===== config.mk =====
export PLATFORM = sky130hd
export DESIGN_NAME = serport_tx_top
export DESIGN_NICKNAME = d
export VERILOG_FILES = /design/src/rtl/serport_pkg.sv /design/src/rtl/serport_decode.sv /design/src/rtl/serport_txbuf.sv /design/src/rtl/serport_regs.sv /design/src/rtl/serport_tx_top.sv
export SDC_FILE = /design/constraint.sdc
export NUM_CORES = 1
export LEC_CHECK = 0
export BUFFER_PORTS_ARGS = -buffer_cell sky130_fd_sc_hd__buf_2
export CAP_MARGIN = 20
export CORE_MARGIN = 2
export CORE_UTILIZATION = 35
export CTS_CLUSTER_DIAMETER = 50
export DETAILED_ROUTE_END_ITERATION = 7
export GPL_TIMING_DRIVEN = 0
export PLACE_DENSITY = 0.86
export RECOVER_POWER = 50
export SETUP_SLACK_MARGIN = 0.5
export SLEW_MARGIN = 10
export SYNTH_ARGS = -nofsm -noshare
export SYNTH_HDL_FRONTEND = slang
export SYNTH_HIERARCHICAL = 1
export SYNTH_SLANG_ARGS = --single-unit

===== constraint.sdc =====
create_clock -name clk -period 2.53 [get_ports clk]
set_clock_uncertainty 0.2 [all_clocks]
set_input_delay 0.506 -clock clk [delete_from_list [all_inputs] [get_ports clk]]
set_output_delay 0.506 -clock clk [all_outputs]
set_load 0.01 [all_outputs]

===== src/rtl/serport_pkg.sv =====
package serport_pkg;

    localparam int WORD_W = 32;
    localparam int BYTE_W = 8;
    localparam int RDY_BIT = 0;
    localparam int IE_BIT = 1;
    localparam int N_CHAN = 2;

    typedef enum logic [1:0] {
        SLOT_RX_STAT = 2'd0,
        SLOT_RX_DATA = 2'd1,
        SLOT_TX_STAT = 2'd2,
        SLOT_TX_DATA = 2'd3
    } slot_e;

    typedef struct packed {
        logic               wr;
        logic               rd;
        slot_e              slot;
        logic [WORD_W-1:0]  wdata;
    } bus_req_t;

    function automatic logic [WORD_W-1:0] status_word(input logic ready, input logic ie);
        logic [WORD_W-1:0] w;
        w = '0;
        w[RDY_BIT] = ready;
        w[IE_BIT] = ie;
        return w;
    endfunction

    function automatic slot_e chan_slot(input int ch);
        return (ch == 0) ? SLOT_RX_STAT : SLOT_TX_STAT;
    endfunction

endpackage


===== src/rtl/serport_decode.sv =====
module serport_decode
    import serport_pkg::*;
#(
    parameter int ADDR_W = 32
) (
    input  logic [ADDR_W-1:0] addr,
    input  logic              we,
    input  logic              re,
    input  logic [WORD_W-1:0] wdata,
    output bus_req_t          req
);
    logic unused_addr_bits;
    assign unused_addr_bits = ^{addr[ADDR_W-1:4], addr[1:0]};

    always_comb begin
        req.wr    = we;
        req.rd    = re;
        req.slot  = slot_e'(addr[3:2]);
        req.wdata = wdata;
    end
endmodule


===== src/rtl/serport_txbuf.sv =====
module serport_txbuf
    import serport_pkg::*;
#(
    parameter int W = BYTE_W
) (
    input  logic         clk,
    input  logic         rst,
    input  logic         load,
    input  logic [W-1:0] load_byte,
    input  logic         tx_ready,
    output logic         tx_valid,
    output logic [W-1:0] tx_data,
    output logic         can_take
);
    logic         full_q;
    logic [W-1:0] byte_q;

    assign can_take = tx_ready | ~full_q;
    assign tx_valid = full_q;
    assign tx_data  = byte_q;

    always_ff @(posedge clk) begin
        if (rst) begin
            full_q <= 1'b0;
            byte_q <= '0;
        end else if (load && can_take) begin
            full_q <= 1'b1;
            byte_q <= load_byte;
        end else if (tx_ready) begin
            full_q <= 1'b0;
        end
    end
endmodule


===== src/rtl/serport_regs.sv =====
module serport_regs
    import serport_pkg::*;
(
    input  logic              clk,
    input  logic              rst,
    input  bus_req_t          req,
    input  logic              tx_can_take,
    output logic [WORD_W-1:0] rdata,
    output logic              tx_ie,
    output logic              tx_push
);
    logic [N_CHAN-1:0] ie_q;
    logic [N_CHAN-1:0] chan_rdy;
    logic unused_wdata_bits;

    assign unused_wdata_bits = ^{req.wdata[WORD_W-1:IE_BIT+1], req.wdata[IE_BIT-1:0]};
    assign chan_rdy = {tx_can_take, 1'b0};

    generate
        for (genvar ch = 0; ch < N_CHAN; ch++) begin : g_chan
            always_ff @(posedge clk) begin
                if (rst) begin
                    ie_q[ch] <= 1'b0;
                end else if (req.wr && req.slot == chan_slot(ch)) begin
                    ie_q[ch] <= req.wdata[IE_BIT];
                end
            end
        end
    endgenerate

    assign tx_ie   = ie_q[1];
    assign tx_push = req.wr && (req.slot == SLOT_TX_DATA);

    always_ff @(posedge clk) begin
        if (rst) begin
            rdata <= '0;
        end else if (req.rd) begin
            unique case (req.slot)
                SLOT_RX_STAT: rdata <= status_word(chan_rdy[0], ie_q[0]);
                SLOT_TX_STAT: rdata <= status_word(chan_rdy[1], ie_q[1]);
                default:      rdata <= '0;
            endcase
        end else begin
            rdata <= '0;
        end
    end
endmodule


===== src/rtl/serport_tx_top.sv =====
module serport_tx_top
    import serport_pkg::*;
#(
    parameter int ADDR_W = 32
) (
    input  logic              clk,
    input  logic              rst,
    input  logic [ADDR_W-1:0] bus_addr,
    input  logic [31:0]       bus_wdata,
    input  logic              bus_we,
    input  logic              bus_re,
    output logic [31:0]       bus_rdata,
    output logic [7:0]        tx_data,
    output logic              tx_valid,
    input  logic              tx_ready,
    output logic              irq
);
    bus_req_t req;
    logic     can_take;
    logic     tx_ie;
    logic     tx_push;

    serport_decode #(.ADDR_W(ADDR_W)) i_decode (
        .addr  (bus_addr),
        .we    (bus_we),
        .re    (bus_re),
        .wdata (bus_wdata),
        .req   (req)
    );

    serport_regs i_regs (
        .clk         (clk),
        .rst         (rst),
        .req         (req),
        .tx_can_take (can_take),
        .rdata       (bus_rdata),
        .tx_ie       (tx_ie),
        .tx_push     (tx_push)
    );

    serport_txbuf #(.W(BYTE_W)) i_txbuf (
        .clk       (clk),
        .rst       (rst),
        .load      (tx_push),
        .load_byte (req.wdata[BYTE_W-1:0]),
        .tx_ready  (tx_ready),
        .tx_valid  (tx_valid),
        .tx_data   (tx_data),
        .can_take  (can_take)
    );

    assign irq = tx_ie & can_take;
endmodule


### Yosys cells after proc, flatten, opt, wreduce, memory -nomap -nowiden

Index checks and enable logic that the tools add are counted.

* flip-flop bits (word level): 43
* bits of input ports: 69
* output and inout bits: 42
* word-level logic and storage cells: 21

* equal/unequal tests: 2
* mux-type cells: 3
* bitwise logic cells: 4
* reductions and logical operators: 7

Operators with widths (number)
* 2-bit equality test, second input constant: 2
* 1-bit logical AND: 4
* 2-bit one-hot mux with 2 select lines: 1
* 2-bit logical NOT: 1
* 1-bit 2-to-1 mux: 2
* 1-bit NOT: 2
* 2-bit nonzero test: 1
* 2-bit OR reduction: 1
* 1-bit bitwise AND: 1
* 1-bit bitwise OR: 1

### Logic depth before layout (Yosys ltp)

* depth in word-level cells: 4
* depth in mapped cells: 6
* depth with buffers taken out: 3

### Hierarchy

Netlist, hierarchy kept.

By module, submodules not included
* serport_txbuf: instances 1, cells each 41, area each 441.7 µm², seq. area each 180.2 µm²
* serport_regs: instances 1, cells each 47, area each 401.6 µm², seq. area each 80.1 µm²
* serport_decode: instances 1, cells each 36, area each 270.3 µm², seq. area each 0.0 µm²
* serport_tx_top: instances 1, cells each 1, area each 6.3 µm², seq. area each 0.0 µm²

### Worst setup path before layout

Ideal clock, no wire load.

* kind: input port to output port
* start point: input tx_ready
* end point: output irq
* data arrival time: 1.032 ns
* data required time: 1.824 ns
* path slack: 0.792 ns
* stages on the path: 4
* path buffers: 2
* path through: nand2b_4 buf_6 buf_6 and2_1

* cells in the longest elaborated chain, start to end: 2

RTL lines
* start: declaration: RTL line serport_tx_top.sv:15 `input logic tx_ready,`
* 1-bit bitwise OR: RTL line serport_txbuf.sv:18 `assign can_take = tx_ready | ~full_q;`
* via can_take: RTL line serport_tx_top.sv:19 `logic can_take;`
* 1-bit bitwise AND: RTL line serport_tx_top.sv:52 `assign irq = tx_ie & can_take;`
* end: declaration: RTL line serport_tx_top.sv:16 `output logic irq`

The timed path passes the listed nets, and every way through them passes these cells.

### Worst setup path after layout

Ends and elaborated chain as after synthesis.

==> results.tsv <==
stage	metric	value	unit
outcome	status	finished, final reports clean	
setup_path	CP delay by family, top	buffers and inverters	
place	PortBufs	14	
die	Die Y	55.8	µm
die	die width	55.8	µm
power	LEAKAGE	0.624	nW
setup_path	cell chain of the critical path	buf_2 > nand2b_4 > buf_6 > buf_6 > and2_1 > buf_2	
timing	Final setup viols	0	
clocking	H-tree depth	1	
power	internal power	331	µW
final_layout	# fillers	253	
detailed_routing	Final ANT Viol Nets	0	
die	core area	0.00250	mm²
detailed_routing	Pre-antenna DRT Iters	2	
clocking	TritonCTS clock tree	built	
clocking	# hold bufs at CTS	0	
synth	Mapped Avg Cell Area	9.30	µm²
die	Site Rows	18	
detailed_routing	Post-Route M1 WL	719	µm
clocking	Clock Sinks	13	
run	max_cap viols	0	
clocking	worst skew pair latency	0.27	ns
final_layout	nets	218	
die	num ports	111	
die	initial core utilization	37.6	%
power	VDD IR max	282	µV
timing	final hold vios	0	
final_layout	share of layout cells above drive strength 1	47.3	%
place	DP Wirelength	1270	µm
die	Die ar.	0.00312	mm²
power	logic gate share of total power	24.6	%
timing	unrepaired setup endpoints after global routing	false	
detailed_routing	drc violations	0	
setup_path	worst path bufs/invs	4	
power	total power	450	µW
setup_path	WP data arrival	1.26	ns
global_route	grt ovf	0	
timing	final hold slack	0.273	ns
setup_path	worst stage delay on the critical path	0.14	ns
clocking	CTS Buffer Depth	2	
timing	Tcrit/Tclk final	77.9	%
clocking	Worst-path clk slew	0.07	ns
setup_path	R2R cell count	5	
final_layout	Diodes inserted	0	
timing	Slew Limit Fails	0	
synth	Synth Instances	101	
timing	relative slew slack	61.4	%
global_route	All-Layer GR Usage	10.1	%
clocking	Num CTS Buffers	3	
detailed_routing	WL met2	710	µm
clocking	CTS root buf	clkbuf_4	
global_route	largest net degree at the start of global routing	12	
detailed_routing	initial DRC count	2	
min_path	Tightest Hold Check Type	reg -> reg	
final_layout	multi-input logic area	417	µm²
global_route	initial antenna violation count	0	
power	clock share of power	27.8	%
setup_path	Worst Setup End Kind	output port	
synth	post-synthesis cell area	940	µm²
timing	fmax	508	MHz
power	NetSw	118	µW
timing	setup_tns	0	ns
power	PD cells	389	mW/mm²
setup_path	crit path kind	in -> out	
detailed_routing	wirelength, routed	1610	µm
final_layout	P&R area growth vs syn	23.2	%
detailed_routing	detailed-route via count	669	
setup_path	CP required	1.82	ns
timing	fin crit period	1.97	ns
timing	Worst-Margin Slew	0.579	ns
power	sw frac	26.3	%
final_layout	most common cell after layout, fill and taps aside	buf_4	
power	Reg power frac	47.6	%
detailed_routing	vias per cell	3.76	
detailed_routing	top sig layer	met3	
global_route	first-pass GRT wire length	2560	µm
place	routability cong.	0.631	
detailed_routing	Avg WL per Cell	9.07	µm
setup_path	CP max-delay cell	buf_6	
final_layout	Reg area	262	µm²
global_route	vias in the first global route	581	
detailed_routing	met3 wire len	184	µm
final_layout	Finished Core Util	46.3	%
min_path	Cells on Worst Hold Path	2	
final_layout	most frequent cells in the layout	buf_4 (40), conb_1 (30), buf_2 (14)	
setup_path	CP Max Fanout	11	
synth	Syn. warnings	6	
setup_path	WP depth	6	
setup_path	CP startpoint kind	primary input	
-- state kept, by name (all words and copies together) (netlist names) --
signal,count
i_regs/rdata,2
i_regs/tx_ie,1
i_regs/ie_q,1
i_txbuf/tx_valid,1
i_txbuf/tx_data,8
-- layer usage --
| layer | track usage (%) | vias to the layer above |
|---|---|---|
| met5 | 0 | - |
| met4 | 2.04 | 0 |
| met3 | 2.79 | 0 |
| met2 | 16.7 | 37 |
| li1 | - | 356 |
| met1 | 13.1 | 276 |
-- power by group through the flow --
stage | logic (mW) | clock network (mW) | registers (mW)
2_1_floorplan | 0.0967 | 0 | 0.221
3_3_place_gp | 0.113 | 0 | 0.219
3_5_place_dp | 0.114 | 0 | 0.219
4_1_cts | 0.114 | 0.134 | 0.214
5_1_grt | 0.121 | 0.143 | 0.215
6_report | 0.111 | 0.125 | 0.214
-- metrics by stage --
| step | std cells | instance area (µm²) | setup WS (ns) |
|---|---|---|---|
| 6_report | 178 | 1160 | 0.560 |
| 5_1_grt | 178 | 1160 | 0.500 |
| 4_1_cts | 178 | 1180 | 0.553 |
| 3_5_place_dp | 174 | 1160 | 0.562 |
| 3_3_place_gp | 174 | 1160 | 0.558 |
| 2_1_floorplan | 130 | 1050 | 0.792 |
-- layout make-up --
| class | instances | area share (%) |
|---|---|---|
| Buffer | 47 | 29.5 |
| Clock buffer | 4 | 2.27 |
| Inverter | 1 | 0.324 |
| Multi-Input combinational cell | 69 | 36.0 |
| Sequential cell | 13 | 22.6 |
| Tap cell | 30 | 3.24 |
| Timing Repair Buffer | 14 | 6.05 |
-- worst paths after layout --
kind | start | end | slack, ns
setup reg to reg | i_txbuf/tx_valid$_SDFFE_PP0P_ | i_txbuf/tx_data[2]$_SDFFE_PP0P_ | 1.34
hold / removal | i_regs/ie_q[0]$_SDFFE_PP0P_ | i_regs/ie_q[0]$_SDFFE_PP0P_ | 0.27
setup / recovery | tx_ready | irq | 0.56
hold reg to reg | i_regs/ie_q[0]$_SDFFE_PP0P_ | i_regs/ie_q[0]$_SDFFE_PP0P_ | 0.27
-- worst reg2reg max path, stage by stage (launching register included) --
cell,delay (ns)
dfxtp_2,0.34
nand2b_4,0.06
buf_6,0.13
buf_6,0.15
nand3_1,0.10
a21oi_2,0.15
-- timing repair --
item                                    in CTS  in global routing
endpoints found under the setup margin       0                  1
resized for setup                            0                  1
endpoints found under the hold margin        0                  0
setup buffers                                0                  0
Power figures use the tool's default switching activity.
